## config.mk

```make
export PLATFORM = sky130hd
export DESIGN_NAME = lpx_exit_seq
export DESIGN_NICKNAME = d
export VERILOG_FILES = /design/src/rtl/lpx_pkg.sv /design/src/rtl/lpx_tick_gen.sv /design/src/rtl/lpx_down_ctr.sv /design/src/rtl/lpx_frame_rx.sv /design/src/rtl/lpx_exit_seq.sv
export SDC_FILE = /design/constraint.sdc
export NUM_CORES = 1
export LEC_CHECK = 0
export BUFFER_PORTS_ARGS = -buffer_cell sky130_fd_sc_hd__buf_4
export CAP_MARGIN = 0
export CORE_MARGIN = 1.5
export CORE_UTILIZATION = 41
export DETAILED_ROUTE_END_ITERATION = 16
export PLACE_DENSITY = 0.56
export SYNTH_ARGS = -nofsm -noshare
export SYNTH_HDL_FRONTEND = slang
export SYNTH_SLANG_ARGS = --single-unit
```

## constraint.sdc

```tcl
create_clock -name clk -period 4.3 [get_ports clk]
set_input_delay 0.43 -clock clk [delete_from_list [all_inputs] [get_ports clk]]
set_output_delay 0.43 -clock clk [all_outputs]
set_load 0.01 [all_outputs]
```

## src/rtl/lpx_pkg.sv

```systemverilog
// Shared types for the low-power exit sequencer.
// Assumes: the power state is kept one-hot so a single bit can be decoded downstream.
package lpx_pkg;
    typedef enum logic [4:0] {
        ST_ATTN = 5'b00001,
        ST_STBY = 5'b00010,
        ST_NAP  = 5'b00100,
        ST_PDN  = 5'b01000,
        ST_EXIT = 5'b10000
    } pstate_e;

    typedef enum logic [1:0] {
        FR_SEEK0 = 2'd0,
        FR_SEEK1 = 2'd1,
        FR_CODE  = 2'd2,
        FR_ID    = 2'd3
    } frame_e;
endpackage

```

## src/rtl/lpx_tick_gen.sv

```systemverilog
// Serial-rate enable generator.
// Produces a one-clock tick every DIV clocks, counted from reset release.
// Assumes: DIV >= 2.
module lpx_tick_gen #(
    parameter int DIV = 4
) (
    input  logic clk,
    input  logic rst_n,
    output logic tick
);
    localparam int DW = (DIV > 2) ? $clog2(DIV) : 1;

    logic [DW-1:0] div_cnt;

    // Free-running divider that wraps at DIV-1.
    always_ff @(posedge clk) begin
        if (!rst_n)
            div_cnt <= '0;
        else if (div_cnt == DW'(DIV - 1))
            div_cnt <= '0;
        else
            div_cnt <= div_cnt + DW'(1);
    end

    assign tick = (div_cnt == DW'(DIV - 1));
endmodule

```

## src/rtl/lpx_down_ctr.sv

```systemverilog
// Loadable down counter that holds at zero.
// A load takes priority over a decrement.
// Assumes: the caller decodes the counter value it needs.
module lpx_down_ctr #(
    parameter int W = 8
) (
    input  logic         clk,
    input  logic         rst_n,
    input  logic         load,
    input  logic [W-1:0] val,
    input  logic         dec,
    output logic [W-1:0] cnt
);
    // Load, or count down toward zero.
    always_ff @(posedge clk) begin
        if (!rst_n)
            cnt <= '0;
        else if (load)
            cnt <= val;
        else if (dec && cnt != '0)
            cnt <= cnt - W'(1);
    end
endmodule

```

## src/rtl/lpx_frame_rx.sv

```systemverilog
// Serial exit-frame receiver and line repeater.
// Frame layout: 0, 1, code, then IDW identifier bits MSB first (not sent in broadcast mode).
// hit is combinational and valid in the tick cycle that samples the last bit,
// and only when the frame is broadcast or carries this device's identifier.
// Assumes: IDW >= 2; the line idles low between frames.
module lpx_frame_rx #(
    parameter int IDW = 6
) (
    input  logic           clk,
    input  logic           rst_n,
    input  logic           tick,
    input  logic           scmd,
    input  logic           bcast,
    input  logic [IDW-1:0] dev_id,
    output logic           hit,
    output logic           code,
    output logic           sio_out
);
    import lpx_pkg::*;

    localparam int BW = $clog2(IDW);

    frame_e         stage;
    logic [BW-1:0]  bit_cnt;
    logic [IDW-2:0] id_sh;
    logic           code_q;
    logic           id_last;

    assign id_last = (stage == FR_ID) && (bit_cnt == BW'(IDW - 1));

    // Walk through the frame fields, one bit per tick.
    always_ff @(posedge clk) begin
        if (!rst_n) begin
            stage   <= FR_SEEK0;
            bit_cnt <= '0;
            id_sh   <= '0;
            code_q  <= 1'b0;
        end else if (tick) begin
            unique case (stage)
                FR_SEEK0: if (!scmd) stage <= FR_SEEK1;
                FR_SEEK1: if (scmd) stage <= FR_CODE;
                FR_CODE: begin
                    code_q  <= scmd;
                    bit_cnt <= '0;
                    stage   <= bcast ? FR_SEEK0 : FR_ID;
                end
                FR_ID: begin
                    id_sh   <= {id_sh[IDW-3:0], scmd};
                    bit_cnt <= bit_cnt + BW'(1);
                    if (id_last) stage <= FR_SEEK0;
                end
                default: stage <= FR_SEEK0;
            endcase
        end
    end

    // Repeat the sampled line to the next device.
    always_ff @(posedge clk) begin
        if (!rst_n)
            sio_out <= 1'b0;
        else if (tick)
            sio_out <= scmd;
    end

    assign code = (stage == FR_CODE) ? scmd : code_q;
    assign hit  = tick && (((stage == FR_CODE) && bcast) ||
                           (id_last && ({id_sh, scmd} == dev_id)));
endmodule

```

## src/rtl/lpx_exit_seq.sv

```systemverilog
// Low-power state sequencer for one memory device.
// Handles entry into nap or power-down, exit through serial frames, wake timing,
// the two lockout windows and the packet-blocking flags.
// Assumes: all configuration inputs are static while a sequence is in progress.
module lpx_exit_seq #(
    parameter int DIV        = 4,
    parameter int IDW        = 6,
    parameter int XW         = 8,
    parameter int LOCK_FAST  = 5,
    parameter int POST_SHORT = 8,
    parameter int POST_LONG  = 23
) (
    input  logic           clk,
    input  logic           rst_n,
    input  logic           ent_req,
    input  logic           ent_pdn,
    input  logic           ent_relax,
    input  logic           ent_avar,
    input  logic           scmd,
    input  logic           cfg_bcast,
    input  logic [IDW-1:0] cfg_dev_id,
    input  logic [XW-1:0]  cfg_nap_wake,
    input  logic [XW-1:0]  cfg_pdn_wake,
    input  logic           cfg_nap_slow,
    input  logic           cfg_pdn_slow,
    output logic           sio_out,
    output logic [4:0]     pstate,
    output logic           arrive,
    output logic           row_blk,
    output logic           col_blk,
    output logic           proto_err
);
    import lpx_pkg::*;

    localparam int CW  = XW + 9;
    localparam int LFW = $clog2(LOCK_FAST + 1);
    localparam int PW  = $clog2(POST_LONG + 1);

    logic          tick;
    logic          hit;
    logic          fr_code;
    pstate_e       state, state_n;
    logic          relax_q, avar_q, kind_q;
    logic [CW-1:0] nap_n, pdn_n, wake_cnt, lock_cnt;
    logic [LFW-1:0] fast_cnt;
    logic [PW-1:0] post_cnt;
    logic          ld_wake, ld_lock, ld_post, err_set, arr_n;
    logic          lock_act, ent_ok, is_low;

    lpx_tick_gen #(.DIV(DIV)) u_tick (
        .clk(clk), .rst_n(rst_n), .tick(tick)
    );

    lpx_frame_rx #(.IDW(IDW)) u_rx (
        .clk(clk), .rst_n(rst_n), .tick(tick), .scmd(scmd),
        .bcast(cfg_bcast), .dev_id(cfg_dev_id),
        .hit(hit), .code(fr_code), .sio_out(sio_out)
    );

    // Wake lengths in serial ticks; a zero field counts as one tick.
    assign nap_n = (cfg_nap_wake == '0) ? CW'(1) : CW'(cfg_nap_wake);
    assign pdn_n = (cfg_pdn_wake == '0) ? CW'(1) : {1'b0, cfg_pdn_wake, 8'h00};

    lpx_down_ctr #(.W(CW)) u_wake (
        .clk(clk), .rst_n(rst_n), .load(ld_wake),
        .val(kind_q ? pdn_n : nap_n),
        .dec(tick && state == ST_EXIT), .cnt(wake_cnt)
    );

    lpx_down_ctr #(.W(LFW)) u_lock_fast (
        .clk(clk), .rst_n(rst_n), .load(ld_lock),
        .val(LFW'(LOCK_FAST)), .dec(1'b1), .cnt(fast_cnt)
    );

    lpx_down_ctr #(.W(CW)) u_lock_tick (
        .clk(clk), .rst_n(rst_n), .load(ld_lock),
        .val((ent_pdn ? pdn_n : nap_n) + CW'(2)),
        .dec(tick && fast_cnt == '0), .cnt(lock_cnt)
    );

    lpx_down_ctr #(.W(PW)) u_post (
        .clk(clk), .rst_n(rst_n), .load(ld_post),
        .val((kind_q ? cfg_pdn_slow : cfg_nap_slow) ? PW'(POST_LONG) : PW'(POST_SHORT)),
        .dec(1'b1), .cnt(post_cnt)
    );

    assign lock_act = (fast_cnt != '0) || (lock_cnt != '0);
    assign is_low   = (state == ST_NAP) || (state == ST_PDN);
    assign ent_ok   = ent_req && (post_cnt == '0) &&
                      ((state == ST_ATTN) || (state == ST_STBY));

    // Next power state and the load strobes for the counters.
    always_comb begin
        state_n = state;
        ld_wake = 1'b0;
        ld_lock = 1'b0;
        ld_post = 1'b0;
        err_set = 1'b0;
        arr_n   = 1'b0;
        unique case (state)
            ST_ATTN, ST_STBY: begin
                if (ent_ok) begin
                    state_n = ent_pdn ? ST_PDN : ST_NAP;
                    ld_lock = 1'b1;
                end
                if (hit) err_set = 1'b1;
            end
            ST_NAP, ST_PDN: begin
                if (hit && !lock_act) begin
                    if (fr_code == (state == ST_PDN)) begin
                        state_n = ST_EXIT;
                        ld_wake = 1'b1;
                    end else begin
                        err_set = 1'b1;
                    end
                end
            end
            ST_EXIT: begin
                if (hit) err_set = 1'b1;
                if (tick && wake_cnt == CW'(1)) begin
                    state_n = relax_q ? ST_STBY : ST_ATTN;
                    arr_n   = 1'b1;
                    ld_post = 1'b1;
                end
            end
            default: state_n = ST_STBY;
        endcase
    end

    // State register, arrival pulse and sticky error.
    always_ff @(posedge clk) begin
        if (!rst_n) begin
            state     <= ST_STBY;
            arrive    <= 1'b0;
            proto_err <= 1'b0;
        end else begin
            state     <= state_n;
            arrive    <= arr_n;
            proto_err <= proto_err | err_set;
        end
    end

    // Capture the entry attributes used by the later exit.
    always_ff @(posedge clk) begin
        if (!rst_n) begin
            relax_q <= 1'b0;
            avar_q  <= 1'b0;
            kind_q  <= 1'b0;
        end else if (ld_lock) begin
            relax_q <= ent_relax;
            avar_q  <= ent_avar;
            kind_q  <= ent_pdn;
        end
    end

    assign pstate  = state;
    assign row_blk = (state == ST_EXIT);
    assign col_blk = row_blk && avar_q;
endmodule

```

==> summary.txt <==
Status
  • Status: finished, final reports clean

Worst setup path
  • Crit. End Element: flip-flop
  • Worst path bufs/invs: 1
  • Crit-path cells: inv_1 > ha_1 > nor3b_1 > or4b_1 > o21ai_1 > and2_1 > and2_4 > a21o_1
  • WS Path Type: flip-flop to flip-flop
  • Critical path's top delay family: simple AND/OR/NAND/NOR gates
  • Crit path largest cell delay: around 0.64 ns
  • Crit path arrival time: roughly 3.3 ns
  • Slowest-stage cell, CP: or4b_1
  • CP required: 4.59 ns
  • CP Max Fanout: 11
  • Crit start category: flip-flop

Floorplanning
  • Die width: between 100 and 150 um
  • Die area: between 10000 and 15000 um2
  • Rows: 35
  • IO Count: 42
  • Die height: ~100 um
  • Core ar.: between 9000 and 10000 um2
  • Initial Util: roughly 42%

Power
  • LEAKAGE: around 1.9 nW
  • Total chip power: about 1.7 mW
  • Peak VDD IR: between 0.1 and 0.15 mV
  • P per Cell Area: roughly 380 nW/um2

Min path
  • Worst min-delay path category: input port to flip-flop

Routing
  • Vias/cell: 5.634
  • WL per Instance: 16.00 um
  • Vias: between 3000 and 4000
  • Residual DRC: 0
  • DRT Pass-1 Iters: 4
  • First DRT Iteration DRCs: roughly 160
  • WL final: ~11000 um
  • Antenna-violating nets left: 0

Timing
  • Fin crit share: between 60% and 70%
  • Final setup violation count: 0
  • Setup TNS: 0 ns
  • RSZ-0062 raised after global routing: no
  • Final Hold Fails: 0
  • Fin Clk Skew: 0.008611 ns
  • Fmax: about 340 MHz
  • Worst-margin pin slew: approximately 0.84 ns
  • Slew Limit Fails: 0
  • Max transition margin: ~44%
  • Worst hold slack: roughly 0.34 ns
  • Final Critical Period: between 2 and 3 ns

Finish
  • Share of cells above drive strength 1: between 10 and 15%
  • Area delta synth->final: 16.36%
  • Fin nets: 569
  • Area of the multi-input gates: roughly 2400 um2
  • Register Area: 1321 um2
  • Antenna diode instance count: 0
  • Non-filler cells, final: 659
  • Layout fillers: 949

Clocking
  • Htree depth: 3
  • Worst skew pair latency: 0.35 ns
  • TritonCTS Buffers: 9
  • CTS Hold Buffers Added: 0
  • Clock Sinks: between 60 and 70
  • Clk buf depth: 2
  • CTS root buffer: clkbuf_8
  • Post_cts resized: 0
  • Setup bufs post-CTS: 0
  • Worst-path clk slew: approximately 0.080 ns
  • CTS tree: yes

Synth
  • Synthesis Warnings: 0
  • Cell variety after synth: between 60 and 70
  • Cell count after synthesis: 496
  • FF+latch count, synth: 66
  • Async SR Flop Fraction: 0%
  • Ys flop type: dfxtp_1
  • Post-synthesis sequential area ratio: around a third
  • EDFF count, synth: 0
  • Avg Inst Size Synth: 7.939 um2
  • Mapped cell area: between 3000 and 4000 um2
  • Syn Nets: 540

Flow run
  • Max Cap Violations: 0

Placement
  • RePlAce Congestion: 0.9179
  • Dpl cells: roughly 640
  • HPWL after detailed placement: around 7600 um
  • Port-buffer cells: between 40 and 50

Global route
  • Initial antenna violation count: 0
  • Largest net degree at the start of global routing: 30
  • Vias in the first global route: between 3000 and 4000
  • Total track usage: 21.89%
  • Grt ovf: 0
  • First-pass GRT wire length: around 17000 um
-- routing by layer --
metal | GRT usage, % | part of all wire, % | vias up
met5 | 0 | 0 | -
met4 | 8.974 | 1.5 | 0
met3 | 3.883 | 6.7 | 14
met2 | 34.10 | 45 | 105
met1 | 29.89 | 47 | 1751
li1 | - | - | 1843
-- synthesized netlist by cell type (all sizes together), types with 5 or more instances --
cell type,count,area (um2)
nor2,57,214.0
clkbuf,20,75.07
or3,6,43.79
inv,22,82.58
ha,12,150.1
buf,5,30.02
o211ai,5,51.30
and2,5,33.78
nor4,16,115.1
mux2i,12,120.1
or4,8,72.57
dfxtp,66,1321
nand4,5,31.28
nor2b,9,56.30
nor3b,7,52.55
o22ai,9,56.30
nand2,39,146.4
nor3,21,105.1
nand3,22,115.1
a21oi,34,170.2
xor2,13,113.9
o21ai,21,105.1
a211oi,5,37.54
a31oi,11,68.82
xnor2,22,192.7
-- path summary, 6_finish.rpt --
check	startpoint	endpoint	slack [ns]	depth (start not counted)
hold / removal	ent_avar	avar_q$_SDFFE_PN0P_	0.34	3
hold reg to reg	u_tick.div_cnt[0]$_SDFF_PP0_	u_tick.div_cnt[0]$_SDFF_PP0_	0.43	1
setup / recovery	u_wake.cnt[1]$_SDFFE_PN0P_	u_wake.cnt[11]$_SDFFE_PN0P_	1.34	8
setup reg to reg	u_wake.cnt[1]$_SDFFE_PN0P_	u_wake.cnt[11]$_SDFFE_PN0P_	1.34	8
-- layout by cell type, fill, tap and decap left out, types with 9 or more instances in the layout --
cell       n
a21oi_1   34
a31oi_1   11
buf_4     43
clkbuf_8   9
dfxtp_1   66
ha_1      12
inv_1     22
mux2i_1   12
nand2_1   39
nand3_1   21
nor2_1    57
nor2b_1    9
nor3_1    21
nor4_1    15
o21ai_0   20
o22ai_1    9
xnor2_1   22
xor2_1    13
-- state kept, by name (all words and copies together), names as in the netlist, 2 cells and up --
signal	count
u_rx.id_sh	5
u_wake.cnt	17
u_post.cnt	5
u_lock_tick.cnt	17
u_tick.div_cnt	2
u_lock_fast.cnt	3
pstate	5
u_rx.bit_cnt	3
u_rx.stage	2
-- cells by family after synthesis --
family | count (synthesis) | synth area share (%)
buffers and inverters | 48 | 4.861
multiplexers | 12 | 3.051
AND/OR/NAND/NOR | 213 | 28.73
XOR/XNOR | 35 | 7.785
adder cells (fa/ha/maj) | 12 | 3.813
AO/OA/AOI/OAI | 110 | 18.21
flip-flops | 66 | 33.56
-- power by group --
part / internal (mW) / switching [mW] / leakage (nW) / total, mW
clock: 0.444 / 0.264 / 0.129 / 0.707
sequential: 0.650 / 0.0410 / 0.536 / 0.691
combinational: 0.147 / 0.194 / 1.20 / 0.341
total: 1.24 / 0.498 / 1.87 / 1.74
-- worst min-delay path: cells and delay by family --
kind	cells	cell delay, ns
AO/OA/AOI/OAI	1	0.05
AND/OR/NAND/NOR	1	0.05
buffers and inverters	1	0.11
-- through the flow --
stage,utilization (%),instance area [um2],setup slack (ns)
global route,49.35,4582,1.130
detailed placement,46.50,4317,1.387
global placement,46.50,4317,1.461
finish,49.35,4582,1.342
CTS,49.35,4582,1.364
floorplan,-,3938,1.964
-- layout make-up --
type	count	area share [%]
well taps	129	3.523
repair buffers	43	7.045
multi-input cells	382	52.92
flip-flops and latches	66	28.84
clock buffers	9	2.703
inverters	23	1.884
clock inverters	7	3.086
No activity file was read; power rests on OpenSTA's default activity.
